===== config.mk =====
export PLATFORM = sky130hd
export DESIGN_NAME = ring_evict_sched
export DESIGN_NICKNAME = d
export VERILOG_FILES = /design/src/rtl/ring_sched_pkg.sv /design/src/rtl/evict_leaf_gen.sv /design/src/rtl/access_pacer.sv /design/src/rtl/bucket_read_tracker.sv /design/src/rtl/ring_evict_sched.sv
export SDC_FILE = /design/constraint.sdc
export NUM_CORES = 1
export LEC_CHECK = 0
export ABC_AREA = 1
export BUFFER_PORTS_ARGS = -buffer_cell sky130_fd_sc_hd__buf_2
export CORE_MARGIN = 3
export CORE_UTILIZATION = 56
export DETAILED_ROUTE_END_ITERATION = 7
export HOLD_SLACK_MARGIN = 0.08
export PLACE_DENSITY = 0.76
export SYNTH_ARGS = -nofsm -noshare
export SYNTH_HDL_FRONTEND = slang
export SYNTH_HIERARCHICAL = 1
export SYNTH_SLANG_ARGS = --single-unit

===== constraint.sdc =====
create_clock -name clk -period 3.4 [get_ports clk]
set_clock_uncertainty 0.1 [all_clocks]
set_input_delay 0.34 -clock clk [delete_from_list [all_inputs] [get_ports clk]]
set_output_delay 0.34 -clock clk [all_outputs]
set_load 0.02 [all_outputs]

===== src/rtl/ring_sched_pkg.sv =====
package ring_sched_pkg;
   typedef enum logic [1:0] {
      CMD_NONE    = 2'd0,
      CMD_READ    = 2'd1,
      CMD_EVICT   = 2'd2,
      CMD_RESHUF  = 2'd3
   } cmd_kind_e;

   typedef enum logic [1:0] {
      ST_IDLE  = 2'd0,
      ST_SCAN  = 2'd1,
      ST_EVICT = 2'd2
   } sched_state_e;
endpackage


===== src/rtl/evict_leaf_gen.sv =====
module evict_leaf_gen #(
   parameter int LEVELS = 3
) (
   input  logic              clk,
   input  logic              rst_n,
   input  logic              advance,
   output logic [LEVELS-1:0] leaf
);
   logic [LEVELS-1:0] ev_q;

   always_ff @(posedge clk) begin
      if (!rst_n)       ev_q <= '0;
      else if (advance) ev_q <= ev_q + 1'b1;
   end

   // bit reversal gives the spread-out leaf order
   for (genvar i = 0; i < LEVELS; i++) begin : g_rev
      assign leaf[i] = ev_q[LEVELS-1-i];
   end
endmodule


===== src/rtl/access_pacer.sv =====
module access_pacer #(
   parameter int RATE = 3
) (
   input  logic clk,
   input  logic rst_n,
   input  logic tick,
   input  logic take,
   output logic due
);
   localparam int CW = (RATE > 1) ? $clog2(RATE) : 1;

   logic [CW-1:0] cnt_q;
   logic          due_q;

   always_ff @(posedge clk) begin
      if (!rst_n) begin
         cnt_q <= '0;
         due_q <= 1'b0;
      end else begin
         if (take) due_q <= 1'b0;
         if (tick) begin
            if (cnt_q == CW'(RATE-1)) begin
               cnt_q <= '0;
               due_q <= 1'b1;
            end else begin
               cnt_q <= cnt_q + 1'b1;
            end
         end
      end
   end

   assign due = due_q;
endmodule


===== src/rtl/bucket_read_tracker.sv =====
module bucket_read_tracker #(
   parameter int LEVELS = 3,
   parameter int BUDGET = 4,
   localparam int LW = $clog2(LEVELS+1)
) (
   input  logic              clk,
   input  logic              rst_n,
   input  logic              inc_en,
   input  logic [LEVELS-1:0] inc_leaf,
   input  logic              clr_path_en,
   input  logic [LEVELS-1:0] clr_path_leaf,
   input  logic              clr_one_en,
   input  logic [LW-1:0]     clr_one_level,
   input  logic [LEVELS-1:0] clr_one_leaf,
   input  logic [LW-1:0]     qry_level,
   input  logic [LEVELS-1:0] qry_leaf,
   output logic              qry_exhausted
);
   localparam int NB = (2**(LEVELS+1)) - 1;
   localparam int CW = $clog2(BUDGET+1);

   logic [CW-1:0] cnt_w [NB];

   for (genvar lv = 0; lv <= LEVELS; lv++) begin : g_lvl
      for (genvar pos = 0; pos < 2**lv; pos++) begin : g_pos
         localparam int ID = (2**lv) - 1 + pos;
         logic [CW-1:0] c_q;
         logic on_inc, on_path, on_one;

         assign on_inc  = (inc_leaf      >> (LEVELS-lv)) == LEVELS'(pos);
         assign on_path = (clr_path_leaf >> (LEVELS-lv)) == LEVELS'(pos);
         assign on_one  = (clr_one_level == LW'(lv)) &&
                          ((clr_one_leaf >> (LEVELS-lv)) == LEVELS'(pos));

         always_ff @(posedge clk) begin
            if (!rst_n)                            c_q <= '0;
            else if (clr_path_en && on_path)       c_q <= '0;
            else if (clr_one_en && on_one)         c_q <= '0;
            else if (inc_en && on_inc && c_q != CW'(BUDGET)) c_q <= c_q + 1'b1;
         end

         assign cnt_w[ID] = c_q;
      end
   end

   logic [CW-1:0] q_cnt;
   always_comb begin
      int qid;
      qid = (1 << qry_level) - 1 + int'(qry_leaf >> (LEVELS - int'(qry_level)));
      if (qid < 0 || qid >= NB) qid = 0;
      q_cnt = cnt_w[qid];
   end

   assign qry_exhausted = (q_cnt >= CW'(BUDGET));
endmodule


===== src/rtl/ring_evict_sched.sv =====
module ring_evict_sched
   import ring_sched_pkg::*;
#(
   parameter int LEVELS      = 3,
   parameter int EVICT_RATE  = 3,
   parameter int DUMMY_SLOTS = 4,
   localparam int LW = $clog2(LEVELS+1)
) (
   input  logic              clk,
   input  logic              rst_n,
   input  logic              req_valid,
   input  logic [LEVELS-1:0] req_leaf,
   output logic              req_ready,
   output logic              cmd_valid,
   output logic [1:0]        cmd_kind,
   output logic [LEVELS-1:0] cmd_leaf,
   output logic [LW-1:0]     cmd_level
);
   initial begin
      if (LEVELS < 1 || LEVELS > 10) $error("LEVELS out of range");
      if (EVICT_RATE < 1)            $error("EVICT_RATE must be at least 1");
      if (DUMMY_SLOTS <= EVICT_RATE) $error("DUMMY_SLOTS must exceed EVICT_RATE");
   end

   sched_state_e      st_q;
   logic [LW-1:0]     lvl_q;
   logic [LEVELS-1:0] leaf_q;
   logic              accept, exhausted, due, do_evict, do_reshuf;
   logic [LEVELS-1:0] ev_leaf;

   assign req_ready = (st_q == ST_IDLE);
   assign accept    = req_ready && req_valid;
   assign do_reshuf = (st_q == ST_SCAN) && exhausted;
   assign do_evict  = (st_q == ST_EVICT) && due;

   access_pacer #(.RATE(EVICT_RATE)) u_pacer (
      .clk(clk), .rst_n(rst_n), .tick(accept), .take(do_evict), .due(due)
   );

   evict_leaf_gen #(.LEVELS(LEVELS)) u_leafgen (
      .clk(clk), .rst_n(rst_n), .advance(do_evict), .leaf(ev_leaf)
   );

   bucket_read_tracker #(.LEVELS(LEVELS), .BUDGET(DUMMY_SLOTS)) u_tracker (
      .clk(clk), .rst_n(rst_n),
      .inc_en(accept), .inc_leaf(req_leaf),
      .clr_path_en(do_evict), .clr_path_leaf(ev_leaf),
      .clr_one_en(do_reshuf), .clr_one_level(lvl_q), .clr_one_leaf(leaf_q),
      .qry_level(lvl_q), .qry_leaf(leaf_q), .qry_exhausted(exhausted)
   );

   always_ff @(posedge clk) begin
      if (!rst_n) begin
         st_q      <= ST_IDLE;
         lvl_q     <= '0;
         leaf_q    <= '0;
         cmd_valid <= 1'b0;
         cmd_kind  <= CMD_NONE;
         cmd_leaf  <= '0;
         cmd_level <= '0;
      end else begin
         cmd_valid <= 1'b0;
         cmd_kind  <= CMD_NONE;
         cmd_leaf  <= '0;
         cmd_level <= '0;
         unique case (st_q)
            ST_IDLE: if (accept) begin
               leaf_q    <= req_leaf;
               lvl_q     <= '0;
               cmd_valid <= 1'b1;
               cmd_kind  <= CMD_READ;
               cmd_leaf  <= req_leaf;
               st_q      <= ST_SCAN;
            end
            ST_SCAN: begin
               if (exhausted) begin
                  cmd_valid <= 1'b1;
                  cmd_kind  <= CMD_RESHUF;
                  cmd_leaf  <= leaf_q;
                  cmd_level <= lvl_q;
               end
               if (lvl_q == LW'(LEVELS)) st_q <= ST_EVICT;
               else                      lvl_q <= lvl_q + 1'b1;
            end
            ST_EVICT: begin
               if (due) begin
                  cmd_valid <= 1'b1;
                  cmd_kind  <= CMD_EVICT;
                  cmd_leaf  <= ev_leaf;
               end
               st_q <= ST_IDLE;
            end
            default: st_q <= ST_IDLE;
         endcase
      end
   end
endmodule


==> results.md <==
Yosys:
- Sorting the synthesized cells by area gives the leading types as dfxtp_1, ha_1, nand2_1.
- Averaged over all synthesized cells, the footprint is around 7.2 µm².
- The synthesized net count is 575.
- The number of register bits inferred by synthesis is 66.
- Of the synthesized area, sequential elements account for 0.345.
- Counting distinct cell types in the post-synthesis netlist gives 35.
- The Yosys step of the flow raised 6 warnings.
- Summing every instance area after synthesis gives 0.00383 mm².
- The biggest area contributor in the post-synthesis netlist is dfxtp_1.
- The number of instances in the synthesized netlist is 532.
- The share of synthesized area in the top cell type comes to 0.345.

Critical path:
- The worst setup path is captured at a flop.
- The element type at the critical path start is a flop.
- Walking the worst path, the cells encountered are o21ai_2 -> nand2_1 -> o21ai_1 -> ha_2 -> inv_2 -> ha_4 -> fa_2 -> nand2_2 -> nor2_4 -> nand2_4 -> nand3_4 -> nand3_1 -> nand3_1 -> nand3_1 -> nand2_2 -> nand2_2 -> inv_2 -> inv_2 -> nor2_4 -> nand2_4 -> o22ai_2 -> buf_6 -> a21oi_1.
- The startpoint identified for the worst register-to-register timing path is lvl_q[0].
- The worst setup path startpoint is lvl_q[0].
- In this run the worst setup path terminates at u_tracker/g_lvl[3].g_pos[2].c_q[1].
- The critical path class is flop to flop.
- At the worst endpoint, the required time is between 3000 and 4000 ps.
- The maximum single-stage delay on the critical path is around 580 ps.
- Grouping stages by cell kind, the critical path spends the most delay in simple AND/OR/NAND/NOR gates.
- The critical path depth in cells is 23.
- The endpoint identified for the worst register-to-register timing path is u_tracker/g_lvl[3].g_pos[2].c_q[1].
- The critical path data arrival time is 3500 ps.
- The cell with the largest stage delay on the worst path is fa_2.
- The worst register-to-register path has a setup slack of 40 ps.
- The critical path contains buffers and inverters numbering 4 combined.
- The highest net fanout along the worst path is 8.
- Counting cells, the worst reg-to-reg path comes to 23.

STA:
- The shortest period the worst path allows is 3360 ps.
- In the finished design, the share of the clock period the worst path needs comes to 0.988.
- The timing-limited maximum frequency is 298 MHz.
- The count of final max-slew check failures was 0.
- The final hold violation count came to 0.
- For the pin with the worst max-slew slack, the measured transition is 769 ps.
- The setup slack of the critical path after layout is roughly 41 ps.
- Measured against its own limit, the worst slew margin works out to 0.485.
- Setup repair after global routing could not meet its margin everywhere.
- The final number of setup-violating endpoints is 0.

Die:
- The total number of placement rows is 29.
- From bottom edge to top edge, the die measures 88.7 µm.
- The floorplan step defined a core boundary enclosing approximately 0.0065 mm².
- The die width is ~90 µm.
- The die area is 0.00786 mm².
- The I/O pin count is 15.
- The starting density of the core is 0.589.

Global routing:
- The largest net degree at the start of global routing is 17.
- The number of antenna violations at the first check in global routing is 0.
- The via count of the first global-routing pass is 3255.
- After global routing the overflow that remains totals 0.
- Across every metal layer, demand over resource in global routing totals 0.230.
- The wire length of the first global-routing pass is 14300 µm.

Clock network:
- The CTS tree is done.
- The clock passes through at most 2 buffers.
- The later pin in the worst-skew pair is clocked with a latency of roughly 350 ps.
- CTS placed an instance of clkbuf_8 at the clock tree root.
- Clock-pin slew was measured on the worst setup and hold paths at 70 ps.
- CTS built an H-tree with a depth of 3.
- The number of clock buffers added by TritonCTS is 9.
- For this design, the sink count on the clock tree is 66.
- Buffers inserted to repair hold after CTS numbered 0.

Placed design:
- The port buffer count is 14.
- The weighted congestion reported at the end of routability-driven placement is 0.879.
- The post-DP HPWL is 6380 µm.
- Before CTS, the worst setup slack after placement is -132 ps.
- The number of cells in the design after placement is between 600 and 700.

Power and ir drop:
- The overall power after layout is 2.00 mW.
- For this design the static power due to leakage is 2.10 nW.
- The internal power of the cells totals 1.36 mW.
- The power density of the placed cells is between 400 and 500 mW/mm².
- The share of total power dissipated in combinational logic is 0.268.
- The share of power burned in the clock network is 0.306.
- The register share of total power is 0.426.
- IR analysis of the VDD net gives a maximum drop of 0.292 mV.
- Of the total power, the share spent switching nets is 0.320.
- The switching component of the power is 0.639 mW.

Cells and area:
- In the final layout, the share of cells above drive strength 1 is 0.235.
- The diode insertion count for antenna repair is 0.
- Relative to the synthesized area, the layout overhead comes to 21.4%.
- Leaving out filler cells and counting taps, the final layout contains 664.
- The final layout contains 625 nets.

Worst hold path:
- In this run the worst hold path is classified as input pin to flop.

Detailed routing:
- The pre-antenna-repair detailed-routing pass consisted of 4 iterations.
- The detailed-route wire length per cell is 13.1 µm.
- The number of design-rule violations left by the first detailed-router iteration is 158.
- In this run the remaining antenna-violating nets after routing total 0.
- For this run, design rule violations remaining after detail routing come to 0.
- The average vias per placed instance is between 5 and 6.
- The total detailed-routing wirelength is 8700 µm.
- For this block, the via count after detailed routing is 3536.

Run status:
- The flow ran to the end, and the final reports show no timing, DRC or antenna violations.

Run:
- The number of max-cap violations is 0.
==> cell type report <==
cell class / instances / area, µm²
multi-input cells: 361 / 2370
fillers: 493 / 1850
flip-flops and latches: 66 / 1330
inverters: 105 / 394
repair buffers: 39 / 277
clock buffers: 14 / 173
well taps: 77 / 96.3
clock inverters: 2 / 10.0
==> worst reg2reg max path, cell delays in order, from the launching register on <==
cell	delay, ps
dfxtp_4	370
o21ai_2	110
nand2_1	60
o21ai_1	80
ha_2	190
inv_2	40
ha_4	150
fa_2	580
nand2_2	70
nor2_4	150
nand2_4	100
nand3_4	110
nand3_1	110
nand3_1	80
nand3_1	100
nand2_2	100
nand2_2	60
inv_2	80
inv_2	50
nor2_4	150
nand2_4	90
o22ai_2	160
buf_6	140
a21oi_1	40
==> power by group through the flow <==
stage                     Sequential (mW)  Combinational [mW]  Clock [mW]
after floorplan                     0.871               0.281           0
after global placement              0.864               0.407           0
after detailed placement            0.868               0.420           0
after CTS                           0.851               0.436       0.618
after global routing                0.856               0.591       0.657
final                               0.851               0.534       0.611
==> cells in the mapped netlist, drive strengths merged <==
master / n
nand3: 31
clkinv: 1
inv: 104
buf: 1
dfxtp: 66
nor2: 57
o21ai: 18
and3: 2
nor3: 12
o21bai: 1
a21oi: 37
a211oi: 13
o31ai: 1
o21a: 3
o22ai: 8
fa: 1
nor3b: 5
nand4: 11
xor2: 6
o211ai: 1
a21boi: 1
a31oi: 2
ha: 36
nand2: 113
or2: 1
==> cells in the final DEF, fill, tap and decap left out, types with 8 or more instances in the layout <==
cell and n:
inv_2 15, inv_1 89, nand4_1 11, nand3_1 24
nor2_1 45, buf_4 20, buf_2 14, dfxtp_1 64
nand2_2 10, a21oi_1 34, clkbuf_8 12, nand2_1 100
ha_1 34, nor3_1 10, o21ai_0 8
==> state kept, by name, summed over array words and instances, names as in the netlist <==
signal / flops
st_q: 2
u_leafgen/ev_q: 3
leaf_q: 3
cmd_leaf: 3
lvl_q: 2
u_pacer/cnt_q: 2
cmd_kind: 2
u_tracker/g_lvl.g_pos.c_q: 45
u_pacer/due: 1
cmd_valid: 1
cmd_level: 2
==> through the flow <==
stage	instance area (µm²)	hold WS, ps	utilization	TNS (ps)
3_5_place_dp	4160	373	0.641	-2290
2_1_floorplan	3830	338	-	0
5_1_grt	4650	254	0.715	-1870
3_3_place_gp	4160	365	0.641	0
4_1_cts	4390	229	0.676	-4.72
6_report	4650	236	0.715	0
==> layer usage <==
metal / wire length (µm) / vias to the layer above / global-route usage
li1: - / 1819 / -
met1: 4000 / 1633 / 0.290
met2: 4180 / 66 / 0.390
met3: 333 / 18 / 0.0540
met4: 178 / 0 / 0.0673
met5: 0 / - / 0
==> how the worst min path moves through the flow <==
stage                                                   from                            endpoint  slack, ps  cells after the start
after floorplan                                        rst_n                         cmd_leaf[0]        340                      2
after global routing                               req_valid                           leaf_q[2]        250                      3
after detailed placement  u_tracker/g_lvl[2].g_pos[3].c_q[1]  u_tracker/g_lvl[2].g_pos[3].c_q[1]        370                      2
after global placement    u_tracker/g_lvl[0].g_pos[0].c_q[0]  u_tracker/g_lvl[0].g_pos[0].c_q[0]        360                      2
after CTS                                          req_valid                           leaf_q[2]        230                      3
final                                              req_valid                           leaf_q[2]        240                      3
==> repair_timing <==
action / 4_1_cts / 5_1_grt
resized for setup: 13 / 61
cloned: 0 / 1
endpoints found under the setup margin: 39 / 45
buffers inserted: 0 / 3
pin swaps: 0 / 19
==> kinds of logic (layout without fill, tap and decap cells) <==
group,count (synthesis),after routing,synth area share
flops,66,66,0.345
xor+xnor,6,6,0.0137
simple gates,232,233,0.277
compound gates,85,85,0.135
buf+inv,106,160,0.106
fa+ha+maj,37,37,0.123
Note: power is estimated with default switching activity, not from simulation.
